### src/rtl/asram_pkg.sv
`timescale 1ns/1ps
package asram_pkg;

  typedef enum logic [1:0] {
    ST_IDLE    = 2'd0,
    ST_SETUP   = 2'd1,
    ST_ACCESS  = 2'd2,
    ST_RELEASE = 2'd3
  } seq_state_e;

  // nanoseconds to whole clock cycles, rounded up
  function automatic int ns_to_cyc(input int ns, input int period);
    return (ns + period - 1) / period;
  endfunction

  function automatic int imax(input int a, input int b);
    return (a > b) ? a : b;
  endfunction

endpackage

### src/rtl/asram_seq.sv
`timescale 1ns/1ps
module asram_seq
  import asram_pkg::*;
#(
  parameter int RD_CYC  = 3,
  parameter int WR_CYC  = 3,
  parameter int TA_CYC  = 1,
  parameter int REL_CYC = 1
) (
  input  logic clk,
  input  logic rst,
  input  logic start,
  input  logic is_write,
  output logic ready,
  output logic capture,
  output logic ce_n,
  output logic we_n,
  output logic oe_n,
  output logic dq_oe
);

  localparam int MAXC  = imax(imax(RD_CYC, WR_CYC), REL_CYC);
  localparam int CNT_W = $clog2(MAXC + 1);

  seq_state_e       st;
  logic [CNT_W-1:0] cnt;
  logic             wr_q;
  logic             last_acc;
  logic             last_rel;

  assign last_acc = wr_q ? (cnt == CNT_W'(WR_CYC - 1)) : (cnt == CNT_W'(RD_CYC - 1));
  assign last_rel = (cnt == CNT_W'(REL_CYC - 1));
  assign ready    = (st == ST_IDLE) && !rst;
  assign capture  = (st == ST_ACCESS) && !wr_q && last_acc;

  always_ff @(posedge clk) begin
    if (rst) begin
      st    <= ST_IDLE;
      cnt   <= '0;
      wr_q  <= 1'b0;
      ce_n  <= 1'b1;
      we_n  <= 1'b1;
      oe_n  <= 1'b1;
      dq_oe <= 1'b0;
    end else begin
      case (st)
        ST_IDLE: begin
          if (start) begin
            st   <= ST_SETUP;
            wr_q <= is_write;
          end
        end
        ST_SETUP: begin
          st   <= ST_ACCESS;
          cnt  <= '0;
          ce_n <= 1'b0;
          we_n <= !wr_q;
          oe_n <= wr_q;
        end
        ST_ACCESS: begin
          cnt <= cnt + 1'b1;
          if (wr_q && cnt == CNT_W'(TA_CYC - 1))
            dq_oe <= 1'b1;
          if (last_acc) begin
            st    <= ST_RELEASE;
            cnt   <= '0;
            ce_n  <= 1'b1;
            we_n  <= 1'b1;
            oe_n  <= 1'b1;
            dq_oe <= 1'b0;
          end
        end
        default: begin
          cnt <= cnt + 1'b1;
          if (last_rel) begin
            st  <= ST_IDLE;
            cnt <= '0;
          end
        end
      endcase
    end
  end

  // quiet interface after reset
  a_r1_reset_quiet: assert property (@(posedge clk)
    rst |=> (ce_n && we_n && oe_n && !dq_oe));

  // never both strobes active
  a_r10_oe_we_excl: assert property (@(posedge clk) disable iff (rst)
    !(!oe_n && !we_n));

  // driver only inside a write window
  a_r6_drv_window: assert property (@(posedge clk) disable iff (rst)
    dq_oe |-> (!ce_n && !we_n && oe_n));

  // driver off in the first strobe cycle and when the strobe rises
  a_r6_drv_late: assert property (@(posedge clk) disable iff (rst)
    $fell(we_n) |-> !dq_oe);
  a_r6_drv_release: assert property (@(posedge clk) disable iff (rst)
    $rose(we_n) |-> !dq_oe);

  // read window shape
  a_r3_read_shape: assert property (@(posedge clk) disable iff (rst)
    $fell(oe_n) |-> (!ce_n && we_n));

  // write window shape
  a_r5_write_shape: assert property (@(posedge clk) disable iff (rst)
    $fell(we_n) |-> (!ce_n && oe_n));

  // ready only with the memory idle
  a_r8_ready_idle: assert property (@(posedge clk) disable iff (rst)
    ready |-> (ce_n && we_n && oe_n && !dq_oe));

  // chip select falls only after a cycle with all strobes inactive
  a_r2_standby_gap: assert property (@(posedge clk) disable iff (rst)
    $fell(ce_n) |-> ($past(we_n) && $past(oe_n)));

endmodule

### src/rtl/asram_dpath.sv
`timescale 1ns/1ps
module asram_dpath #(
  parameter int ADDR_W = 19,
  parameter int DATA_W = 8
) (
  input  logic              clk,
  input  logic              rst,
  input  logic              start,
  input  logic [ADDR_W-1:0] req_addr,
  input  logic [DATA_W-1:0] req_wdata,
  input  logic              capture,
  input  logic [DATA_W-1:0] mem_dq_in,
  input  logic              ce_n,
  input  logic              we_n,
  output logic [ADDR_W-1:0] mem_addr,
  output logic [DATA_W-1:0] mem_dq_out,
  output logic              rsp_valid,
  output logic [DATA_W-1:0] rsp_rdata
);

  always_ff @(posedge clk) begin
    if (rst) begin
      mem_addr   <= '0;
      mem_dq_out <= '0;
      rsp_valid  <= 1'b0;
      rsp_rdata  <= '0;
    end else begin
      if (start) begin
        mem_addr   <= req_addr;
        mem_dq_out <= req_wdata;
      end
      rsp_valid <= capture;
      if (capture)
        rsp_rdata <= mem_dq_in;
    end
  end

  // address moves only with both strobes inactive on both sides of the edge
  a_r7_addr_quiet: assert property (@(posedge clk) disable iff (rst)
    !$stable(mem_addr) |-> (ce_n && we_n && $past(ce_n) && $past(we_n)));

  // write data held while the write strobe stays active
  a_r7_wdata_hold: assert property (@(posedge clk) disable iff (rst)
    (!we_n && $past(!we_n)) |-> $stable(mem_dq_out));

  // response is a single-cycle pulse
  a_r4_rsp_pulse: assert property (@(posedge clk) disable iff (rst)
    rsp_valid |=> !rsp_valid);

endmodule

### src/rtl/asram_ctrl.sv
`timescale 1ns/1ps
module asram_ctrl
  import asram_pkg::*;
#(
  parameter int ADDR_W     = 19,
  parameter int DATA_W     = 8,
  parameter int CLK_NS     = 20,
  parameter int T_CYCLE_NS = 55,
  parameter int T_ACC_NS   = 55,
  parameter int T_OEA_NS   = 30,
  parameter int T_WP_NS    = 45,
  parameter int T_CW_NS    = 50,
  parameter int T_DS_NS    = 25,
  parameter int T_HZ_NS    = 20
) (
  input  logic              clk,
  input  logic              rst,
  input  logic              req_valid,
  output logic              req_ready,
  input  logic              req_write,
  input  logic [ADDR_W-1:0] req_addr,
  input  logic [DATA_W-1:0] req_wdata,
  output logic              rsp_valid,
  output logic [DATA_W-1:0] rsp_rdata,
  output logic              mem_ce_n,
  output logic              mem_we_n,
  output logic              mem_oe_n,
  output logic [ADDR_W-1:0] mem_addr,
  output logic [DATA_W-1:0] mem_dq_out,
  output logic              mem_dq_oe,
  input  logic [DATA_W-1:0] mem_dq_in
);

  localparam int RD_CYC  = imax(ns_to_cyc(T_CYCLE_NS, CLK_NS),
                                imax(ns_to_cyc(T_ACC_NS, CLK_NS), ns_to_cyc(T_OEA_NS, CLK_NS)));
  localparam int TA_CYC  = imax(1, ns_to_cyc(T_HZ_NS, CLK_NS));
  localparam int WR_CYC  = imax(imax(ns_to_cyc(T_CYCLE_NS, CLK_NS), ns_to_cyc(T_WP_NS, CLK_NS)),
                                imax(ns_to_cyc(T_CW_NS, CLK_NS), TA_CYC + ns_to_cyc(T_DS_NS, CLK_NS)));
  localparam int REL_CYC = imax(1, ns_to_cyc(T_HZ_NS, CLK_NS));

  logic start;
  logic capture;

  assign start = req_valid && req_ready;

  asram_seq #(
    .RD_CYC (RD_CYC),
    .WR_CYC (WR_CYC),
    .TA_CYC (TA_CYC),
    .REL_CYC(REL_CYC)
  ) u_seq (
    .clk     (clk),
    .rst     (rst),
    .start   (start),
    .is_write(req_write),
    .ready   (req_ready),
    .capture (capture),
    .ce_n    (mem_ce_n),
    .we_n    (mem_we_n),
    .oe_n    (mem_oe_n),
    .dq_oe   (mem_dq_oe)
  );

  asram_dpath #(
    .ADDR_W(ADDR_W),
    .DATA_W(DATA_W)
  ) u_dpath (
    .clk       (clk),
    .rst       (rst),
    .start     (start),
    .req_addr  (req_addr),
    .req_wdata (req_wdata),
    .capture   (capture),
    .mem_dq_in (mem_dq_in),
    .ce_n      (mem_ce_n),
    .we_n      (mem_we_n),
    .mem_addr  (mem_addr),
    .mem_dq_out(mem_dq_out),
    .rsp_valid (rsp_valid),
    .rsp_rdata (rsp_rdata)
  );

endmodule

### config.mk
export PLATFORM = sky130hd
export DESIGN_NAME = asram_ctrl
export DESIGN_NICKNAME = d
export VERILOG_FILES = /design/src/rtl/asram_pkg.sv /design/src/rtl/asram_seq.sv /design/src/rtl/asram_dpath.sv /design/src/rtl/asram_ctrl.sv
export SDC_FILE = /design/constraint.sdc
export NUM_CORES = 1
export LEC_CHECK = 0
export ABC_AREA = 1
export BUFFER_PORTS_ARGS = -buffer_cell sky130_fd_sc_hd__buf_2
export CORE_MARGIN = 2
export CORE_UTILIZATION = 42
export DETAILED_ROUTE_END_ITERATION = 7
export GPL_ROUTABILITY_DRIVEN = 0
export PLACE_DENSITY_LB_ADDON = 0.08
export SYNTH_ARGS = -nofsm -noshare
export SYNTH_HDL_FRONTEND = slang
export SYNTH_SLANG_ARGS = --single-unit
### constraint.sdc
create_clock -name clk -period 1.38 [get_ports clk]
set_input_delay 0.138 -clock clk [delete_from_list [all_inputs] [get_ports clk]]
set_output_delay 0.138 -clock clk [all_outputs]
set_load 0.005 [all_outputs]
==> results of run 1 <==
## worst max path at each step
| stage | cells past startpoint | slack [ps] | end | startpoint |
|---|---|---|---|---|
| after floorplan | 8 | 110 | u_seq.st[1] | u_seq.st[0] |
| after global placement | 7 | -2 | u_dpath.rsp_rdata[6] | u_seq.st[0] |
| after detailed placement | 7 | -1 | u_dpath.rsp_rdata[5] | u_seq.st[0] |
| after CTS | 6 | -2 | req_ready | u_seq.st[0] |
| after global routing | 6 | -40 | req_ready | u_seq.st[1] |
| final | 6 | 4 | req_ready | u_seq.st[1] |
## state kept, by name (all words and copies together), names as in the netlist
| register | cells |
|---|---|
| u_seq.wr_q | 1 |
| u_dpath.mem_dq_out | 8 |
| u_seq.st | 2 |
| u_seq.cnt | 2 |
| u_dpath.mem_addr | 19 |
| u_seq.dq_oe | 1 |
| u_dpath.rsp_valid | 1 |
| u_seq.we_n | 1 |
| u_seq.oe_n | 1 |
| u_dpath.rsp_rdata | 8 |
| u_seq.ce_n | 1 |
## cell families after synthesis
| logic type | after synthesis |
|---|---|
| AND/OR/NAND/NOR | 127 |
| flip-flops | 45 |
| buffers and inverters | 27 |
| AO/OA/AOI/OAI | 22 |
| adder cells (fa/ha/maj) | 7 |
## routing by layer
metal / part of all wire, % / wire length [um] / vias up
met2: 47 / 2160 / 54
li1: - / - / 930
met4: 1.9 / 87 / 0
met5: 0 / 0 / -
met1: 46 / 2140 / 834
met3: 5.4 / 253 / 8
## per-stage QoR
stage / area, um2 / hold slack, ps / utilization, %
2_1_floorplan: 1800 / 210 / -
3_3_place_gp: 2290 / 362 / 56.4
3_5_place_dp: 2290 / 365 / 56.4
4_1_cts: 2500 / 50.8 / 61.7
5_1_grt: 2520 / 54.6 / 62.0
6_report: 2520 / 59.4 / 62.0
## area by class of cell
type / count / share of cell area [%]
Inverter: 15 / 2.34
Tap cell: 50 / 2.49
Timing Repair Buffer: 94 / 21.4
Multi-Input combinational cell: 156 / 33.3
Clock buffer: 7 / 3.43
Sequential cell: 45 / 35.9
Clock inverter: 1 / 1.19
## power by group
| part | leakage [nW] | switching (mW) | internal, mW |
|---|---|---|---|
| logic | 0.924 | 0.926 | 0.758 |
| registers | 0.369 | 0.145 | 1.57 |
| clock network | 0.0585 | 0.433 | 0.590 |
## worst register-to-register path: cells and delay by family, from the launching register on
family / cells / cell delay [ps]
fa+ha+maj: 1 / 150
flops: 1 / 340
simple gates: 3 / 290
buf+inv: 3 / 430
## cells in the final DEF, fill, tap and decap left out, types with 2 or more instances in the layout
cell type / count
a21oi_1: 5
buf_12: 2
buf_2: 78
buf_4: 13
clkbuf_8: 6
dfxtp_1: 43
dfxtp_2: 2
ha_1: 3
ha_2: 2
ha_4: 2
inv_1: 9
inv_2: 5
nand2_1: 36
nand2_2: 4
nand3_1: 60
nand3_2: 2
nor2_1: 19
nor2_2: 4
nor2_4: 2
o211ai_1: 2
o21ai_0: 12
## repair_timing
item,in CTS,in global routing
cloned,1,0
pin swaps,3,2
resized for setup,8,13
setup buffers,6,1
endpoints found under the setup margin,10,31
==> flow_summary.json, run 1 <==
{
  "status": "complete, no violations",
  "setup_slack_ps": 3.94,
  "start_util_pct": 44.5,
  "insertion_delay_ps": 290,
  "drt-total-wl_um": 4650,
  "io_buffers": 79,
  "yosys-top-cells-count": "nand3_1, dfxtp_1, nand2_1",
  "synth_edf_count": 0,
  "vias_per_cell": 4.96,
  "fin_tns_setup_ps": 0,
  "h-tree-depth": 2,
  "end_kind": "output port",
  "vdd_drop_max_mv": 0.851,
  "hold_path_startpoint": "req_wdata[6]",
  "r2r_slack_ps": 70,
  "syn2layout_area_growth_pct": 39.5,
  "finClkSkew_ps": 2.57,
  "maxCapViolCount": 0,
  "busiest_layer": "met2",
  "cp_common_cell": "inv_2",
  "grt.met2_usage_pct": 31.4,
  "ys.flop_type": "dfxtp_1",
  "die_area_um2": 4840,
  "pin_count": 80,
  "cp_max_fo": 3,
  "start_kind": "register",
  "first_pass_iters": 4,
  "rsz0062_at_grt": "yes",
  "layout.nets": 363,
  "critPathBufInv": 4,
  "finalHoldViolations": 0,
  "met1_usage_pct": 25.3,
  "yosysWarnings": 0,
  "synth_fa_ha_area_share_pct": 4.85,
  "cpMaxStageDelayCell": "dfxtp_2",
  "crit_chain": "inv_2, ha_4, inv_2, nor2_4, buf_12, buf_6",
  "synthCells": 228,
  "post-synth-top-count-cell": "nand3_1",
  "p_leak_nw": 1.35,
  "clk_pin_slew_worst_paths_ps": 80,
  "hpwl_um": 3070,
  "dp_cells": 353,
  "antenna_found_initial": 0,
  "wl_per_cell_um": 12.6,
  "crit_required_ps": 1240,
  "clock_path_buffers": 2,
  "dp_slack_ps": -1.17,
  "criticalPathCategory": "register to output port",
  "grtUsageTotal_pct": 19.8,
  "cp_data_arrival_time_ps": 1240,
  "cp_slowest_stage_delay_ps": 340,
  "synth-seq-cells": 45,
  "worstHoldEndpoint": "u_dpath.mem_dq_out[6]",
  "multi_input_comb_area_um2": 837,
  "fin_cells": 368,
  "ys_types": 20,
  "drive_above_1_share_pct": 39.3,
  "die_x_um": 69.5,
  "synth_async_sr_flop_share_pct": 0,
  "fillCellCount": 389,
  "synth-simple-area-share_pct": 32.1,
  "rr_startpoint": "u_seq.st[1]",
  "p_total_mw": 4.43,
  "die_y_um": 69.5,
  "hold_depth": 3,
  "hold_buffers": 0,
  "worstHoldPathType": "input pin to register",
  "grt_max_degree": 26,
  "cts_tree": "built",
  "yosysTopAreaCell": "dfxtp_1",
  "grt_pass1_wl_um": 7670,
  "diodes": 0,
  "synth-compound-area-share_pct": 6.66,
  "synth_area_per_cell_um2": 7.91,
  "core_um2": 4060,
  "crit_family": "flip-flops",
  "synth_top_family_by_area": "simple AND/OR/NAND/NOR gates",
  "fin_crit_ps": 1380,
  "drv_slew": 0,
  "final-seq-area_um2": 903,
  "clock.fmax_mhz": 727,
  "root_buffer": "clkbuf_8",
  "synth_mux_area_share_pct": 0,
  "vias": 1826,
  "rows": 23,
  "grt_pass1_vias": 1650,
  "ff2ff_path_depth": 7,
  "slew-limit-headroom_pct": 82.2,
  "drt_iter0_drc": 124,
  "drc": 0,
  "r2r-end": "u_dpath.mem_addr[11]",
  "synth_area_um2": 1800,
  "synthXorXnorAreaFrac_pct": 0,
  "setup_violations": 0,
  "ant_nets": 0,
  "tightest_slew_ps": 267,
  "min_period_over_period_pct": 99.7,
  "cts.sinks": 45,
  "power_density_nw_per_um2": 1760,
  "ys_seq_area_share_pct": 49.9,
  "cts_buffers": 5,
  "ys_top_cells_by_area": "dfxtp_1, nand3_1, nand2_1",
  "syn-num-nets": 274,
  "met3_usage_pct": 5.67,
  "grt_overflow": 0,
  "yosysTopAreaCellShare_pct": 49.9
}
(Power assumes the default switching activity.)
==> inputs of run 2 (changes only) <==
ABC_AREA = default   (was 1)
==> run 2 against run 1 <==
Net effect:
- the run now ends with setup timing left
- maximum frequency shrank 0.33%
- area after synthesis grew 1.7%
- clock power fell by 5%
- sequential power about the same
- first-iteration DRC count down 56%
- synthesized cell count shrank 10%
- register-to-register slack got worse by 70 ps
- non-clock buffer count increased by 5
- combinational power increased by 9%
- flip-flop and latch count stayed put
- hold slack lost 23 ps
- clock skew grew 3.4 ps
- critical endpoint is now u_seq.st[0]
- largest cell class unchanged
- highest routed layer unchanged
==> flow_summary.json, run 2 <==
{
  "min_period_over_period_pct": 100,
  "root_buffer": "clkbuf_8",
  "die_area_um2": 4910,
  "clock_path_buffers": 2,
  "drc": 0,
  "vias_per_cell": 4.71,
  "yosysWarnings": 0,
  "end_kind": "register",
  "synthCells": 205,
  "fin_tns_setup_ps": -0.545,
  "drt-total-wl_um": 4220,
  "grt_overflow": 0,
  "final_common_cell": "buf_2",
  "layout.nets": 343,
  "hpwl_um": 2850,
  "hold_buffers": 0,
  "ys_top_cells_by_area": "dfxtp_1, nand2_1, o21ai_0",
  "finalHoldViolations": 0,
  "drv_slew": 0,
  "synth_mux_area_share_pct": 4.36,
  "p_total_mw": 4.54,
  "synth_edf_count": 0,
  "placed_cell_area_um2": 2330,
  "cp_max_fo": 4,
  "drive_above_1_share_pct": 45.3,
  "synthXorXnorAreaFrac_pct": 0,
  "cp_data_arrival_time_ps": 1570,
  "yosysTopAreaCellShare_pct": 49.1,
  "cts_tree": "built",
  "grt_pass1_vias": 1479,
  "h-tree-depth": 2,
  "grt_max_degree": 29,
  "synth_area_um2": 1840,
  "tightest_slew_ps": 269,
  "fin_crit_ps": 1380,
  "die_x_um": 70.1,
  "p_leak_nw": 1.26,
  "insertion_delay_ps": 290,
  "rsz0062_at_grt": "yes",
  "vias": 1647,
  "ys_seq_area_share_pct": 49.1,
  "wl_per_cell_um": 12.1,
  "top_regs": "u_dpath.mem_addr (19), u_dpath.mem_dq_out (8), u_dpath.rsp_rdata (8)",
  "antenna_found_initial": 0,
  "criticalPathCategory": "register to register",
  "power_density_nw_per_um2": 1730,
  "violations": "setup timing",
  "slew-limit-headroom_pct": 82.0,
  "pin_count": 80,
  "ys.flop_type": "dfxtp_1",
  "ys_types": 31,
  "start_util_pct": 42.7,
  "io_buffers": 79,
  "core_um2": 4290,
  "setup_violations": 1,
  "post-synth-top-count-cell": "nand2_1",
  "first_pass_iters": 4,
  "status": "complete, but fails checks",
  "syn-num-nets": 251,
  "syn2layout_area_growth_pct": 42.7,
  "grtUsageTotal_pct": 16.5,
  "start_kind": "register",
  "r2r_slack_ps": -0.5,
  "synth_async_sr_flop_share_pct": 0,
  "die_y_um": 70.1,
  "top_register": "u_dpath.mem_addr",
  "synth-simple-area-share_pct": 18.1,
  "clock.fmax_mhz": 724,
  "largest_reg_flops": 19,
  "rows": 24,
  "finClkSkew_ps": 5.93,
  "diodes": 0,
  "vdd_drop_max_mv": 0.833,
  "yosys-top-cells-count": "nand2_1, dfxtp_1, o21ai_0",
  "cts.sinks": 45,
  "synth_top_family_by_area": "simple AND/OR/NAND/NOR gates",
  "fillCellCount": 402,
  "synth_fa_ha_area_share_pct": 4.77,
  "cts_buffers": 5,
  "synth-seq-cells": 45,
  "crit_required_ps": 1560,
  "drt_iter0_drc": 54,
  "layout_common_cells": "buf_2, nand2_1, dfxtp_1",
  "synth-compound-area-share_pct": 16.0,
  "ant_nets": 0,
  "grt_pass1_wl_um": 6530,
  "worstHoldPathType": "input pin to register",
  "maxCapViolCount": 0,
  "setup_slack_ps": -0.545,
  "crit_chain": "inv_4, ha_4, nor3_2, o311ai_2, a21bo_2",
  "yosysTopAreaCell": "dfxtp_1",
  "finalInstanceArea_um2": 2620,
  "synth_area_per_cell_um2": 8.95,
  "cpMaxStageDelayCell": "dfxtp_4",
  "clk_pin_slew_worst_paths_ps": 80,
  "cp_slowest_stage_delay_ps": 390
}
==> run 2: cell count changes after synthesis, sizes merged, moves of 4 or more <==
cell and change:
inv -8, mux2i +8, nand2 +16, nand3 -60
nor2 -14, nor2b +4, o21ai +18
==> run 2: what timing repair did <==
item,in CTS,in global routing
gates cloned,0,3
pin swaps,0,4
gates resized for setup,2,23
setup buffers,0,6
endpoints found under the setup margin,6,28
==> run 2: routing by layer <==
layer | share of wire, % | wire length, um | track usage (%)
met4 | 1.1 | 46 | 6.41
met3 | 5.9 | 248 | 4.18
met2 | 50 | 2090 | 27.6
met5 | 0 | 0 | 0
met1 | 43 | 1830 | 20.3
==> run 2: path summary, 6_finish.rpt <==
path / cells past startpoint / end / from
worst max-delay path: 5 / u_seq.st[0] / u_seq.st[1]
worst min-delay path: 3 / u_dpath.mem_addr[3] / req_addr[3]
worst max register to register: 5 / u_seq.st[0] / u_seq.st[1]
worst min register to register: 2 / u_dpath.mem_addr[13] / u_dpath.mem_addr[13]
==> run 2: area by class of cell <==
type                       count  area [um2]  area share, %
multi-input combinational    139         872           33.3
tap                           52        65.1           2.48
timing repair buffer          99         633           24.2
clock inverter                 2        38.8           1.48
clock buffer                   6        72.6           2.77
inverter                       7        31.3           1.19
sequential                    45         907           34.6
==> run 2: report_power, final <==
part	internal [mW]	switching, mW	total, mW
combinational	0.970	0.860	1.83
sequential	1.58	0.163	1.74
clock	0.543	0.427	0.970
total	3.09	1.45	4.54
==> run 2: worst max-delay path, delay by kind of cell, from the launching register on <==
family	cells	cell delay, ps
adders and majority gates	1	280
and+or+nand+nor	1	60
AOI/OAI and AO/OA	2	500
DFF	1	390
buffers and inverters	1	50
==> run 2: cell families (layout without fill, tap and decap cells) <==
logic type / after synthesis / after routing
fa+ha+maj: 7 / 7
mux: 8 / 8
simple gates: 79 / 79
flops: 45 / 45
buf+inv: 21 / 114
compound gates: 45 / 45
==> run 2: stage by stage <==
stage	util, %	instances	setup WS [ps]	hold WS (ps)
6_report	61.0	350	-0.545	36.9
5_1_grt	61.0	350	-49.9	31.5
4_1_cts	56.9	342	-18.8	24.3
3_5_place_dp	54.3	334	-44.0	337
3_3_place_gp	54.3	334	-7.68	333
2_1_floorplan	-	205	5.95	247
==> inputs of run 3 (changes only) <==
PLACE_DENSITY_LB_ADDON = 0.15   (was 0.08)
==> run 3 against run 2 <==
Net effect:
- the run now ends clean
- power decreased by 2.0%
- clock skew rose by 1.2 ps
- non-clock buffer count is 5 lower
- die area unchanged
- design area is 2.9% lower
- routed wire length decreased by 5.4%
- setup slack improved by 39 ps
- first-iteration DRC count shrank 46%
- sequential power about the same
- hold slack lost 3.9 ps
- flip-flop and latch count stayed put
==> flow_summary.json, run 3 (synthesis gave the netlist of run 2 again) <==
{
  "finalHoldViolations": 0,
  "die_area_um2": 4910,
  "cts.sinks": 45,
  "grt_overflow": 0,
  "power_density_nw_per_um2": 1750,
  "final-seq-area_um2": 907,
  "vias": 1639,
  "wl_met3_um": 261,
  "hold_depth": 3,
  "slew-limit-headroom_pct": 79.7,
  "first_pass_iters": 4,
  "critical_path.startpoint": "u_seq.st[1]",
  "pin_count": 80,
  "maxCapViolCount": 0,
  "grtUsageTotal_pct": 16.2,
  "grt_max_degree": 34,
  "switching_share_pct": 31.9,
  "grt_pass1_vias": 1558,
  "cts_tree": "built",
  "rsz0062_at_grt": "no",
  "crit_chain": "inv_4, ha_4, nor3_2, o311ai_2, a21bo_2",
  "wl_per_cell_um": 11.6,
  "p_total_mw": 4.45,
  "finish.utilization_pct": 59.2,
  "ff2ff_path_depth": 5,
  "layout.nets": 338,
  "p_int_mw": 3.03,
  "tightest_slew_ps": 304,
  "crit_family": "compound AO/OA/AOI/OAI gates",
  "wl_met1_um": 1740,
  "clk_pin_slew_worst_paths_ps": 80,
  "drt-total-wl_um": 3990,
  "core_um2": 4290,
  "clock_path_buffers": 2,
  "grt_pass1_wl_um": 6460,
  "hold_path_startpoint": "req_wdata[4]",
  "fin_crit_ps": 1340,
  "largest_reg_flops": 19,
  "hpwl_um": 2920,
  "drive_above_1_share_pct": 43.7,
  "cts_buffers": 5,
  "cp_max_fo": 3,
  "r2r-end": "u_seq.st[0]",
  "drc": 0,
  "wl_met2_um": 1940,
  "timing.hold.ws_ps": 33.0,
  "final_common_cell": "buf_2",
  "io_buffers": 79,
  "antenna_found_initial": 0,
  "top_register": "u_dpath.mem_addr",
  "start_kind": "register",
  "cpMaxStageDelayCell": "dfxtp_4",
  "finClkSkew_ps": 7.12,
  "layout_common_cells": "buf_2, nand2_1, dfxtp_1",
  "die_x_um": 70.1,
  "p_switching_mw": 1.42,
  "diodes": 0,
  "comb_power_share_pct": 38.1,
  "multi_input_comb_area_um2": 872,
  "ant_nets": 0,
  "drv_slew": 0,
  "fillCellCount": 384,
  "root_buffer": "clkbuf_8",
  "finalInstanceArea_um2": 2540,
  "clkPwrFrac_pct": 22.8,
  "vdd_drop_max_mv": 0.755,
  "syn2layout_area_growth_pct": 38.6,
  "seqPwrFrac_pct": 39.1,
  "p_leak_nw": 1.23,
  "h-tree-depth": 2,
  "rows": 24,
  "clock.fmax_mhz": 745,
  "worstHoldPathType": "input pin to register",
  "critPathBufInv": 1,
  "worstHoldEndpoint": "u_dpath.mem_dq_out[4]",
  "status": "complete, no violations",
  "routed.top_layer": "met4",
  "r2r_slack_ps": 40,
  "insertion_delay_ps": 290,
  "cp_data_arrival_time_ps": 1530,
  "min_period_over_period_pct": 97.2,
  "vias_per_cell": 4.75,
  "placed_cell_area_um2": 2350,
  "drt_iter0_drc": 29,
  "end_kind": "register",
  "criticalPathCategory": "register to register",
  "setup_violations": 0,
  "rr_startpoint": "u_seq.st[1]",
  "crit_required_ps": 1570,
  "die_y_um": 70.1,
  "start_util_pct": 42.7,
  "worst-path-stages": 5,
  "cp_slowest_stage_delay_ps": 380,
  "top_regs": "u_dpath.mem_addr (19), u_dpath.mem_dq_out (8), u_dpath.rsp_rdata (8)"
}
## run 3: changes by cell type in the layout (fill, tap and decap cells not counted), moves of 2 or more
cell	before	now
clkbuf_16	2	0
o21ai_1	5	2
buf_6	2	0
o21ai_0	16	19
inv_2	2	0
## run 3: power groups by stage
stage | clock network [mW] | registers [mW] | logic, mW
after detailed placement | 0 | 1.73 | 1.54
after CTS | 1.06 | 1.70 | 1.55
after global routing | 1.11 | 1.77 | 1.88
final | 1.02 | 1.74 | 1.70
after global placement | 0 | 1.72 | 1.52
after floorplan | 0 | 1.75 | 0.976
## run 3: area by class of cell
class	instances	area share, %
Clock buffer	6	3.25
Clock inverter	2	1.48
Inverter	7	1.33
Multi-Input combinational cell	139	34.3
Sequential cell	45	35.7
Tap cell	52	2.56
Timing Repair Buffer	94	21.4
## run 3: worst register-to-register path: cells and delay by family (launching register included)
| kind | cells | cell delay, ps |
|---|---|---|
| AO/OA/AOI/OAI | 2 | 490 |
| flip-flops | 1 | 380 |
| buffers and inverters | 1 | 50 |
| adder cells (fa/ha/maj) | 1 | 260 |
| AND/OR/NAND/NOR | 1 | 60 |
## run 3: worst max-delay path by stage
stage / end / slack, ps
finish: u_seq.st[0] / 40
global route: u_seq.st[0] / 9
CTS: u_seq.st[0] / 10
detailed placement: u_seq.st[0] / -20
global placement: u_seq.st[0] / -5
floorplan: u_seq.st[0] / 6
## run 3: what timing repair did
item,in CTS,in global routing
gates resized for setup,2,15
hold buffers,0,0
setup endpoints to repair,2,9
pin swaps,0,2
buffers inserted,0,1
## run 3: per-stage QoR
stage	std cells	TNS [ps]	setup slack (ps)
final	345	0	38.5
after global routing	345	0	8.65
after CTS	344	0	12.9
after detailed placement	336	-27.6	-22.1
after global placement	336	-4.53	-4.53
after floorplan	205	0	5.95
## run 3: per-layer routing
| metal | track usage, % | vias up |
|---|---|---|
| met5 | 0 | - |
| met4 | 5.13 | 0 |
| met3 | 6.06 | 7 |
| met2 | 28.1 | 52 |
| met1 | 18.2 | 735 |
| li1 | - | 845 |
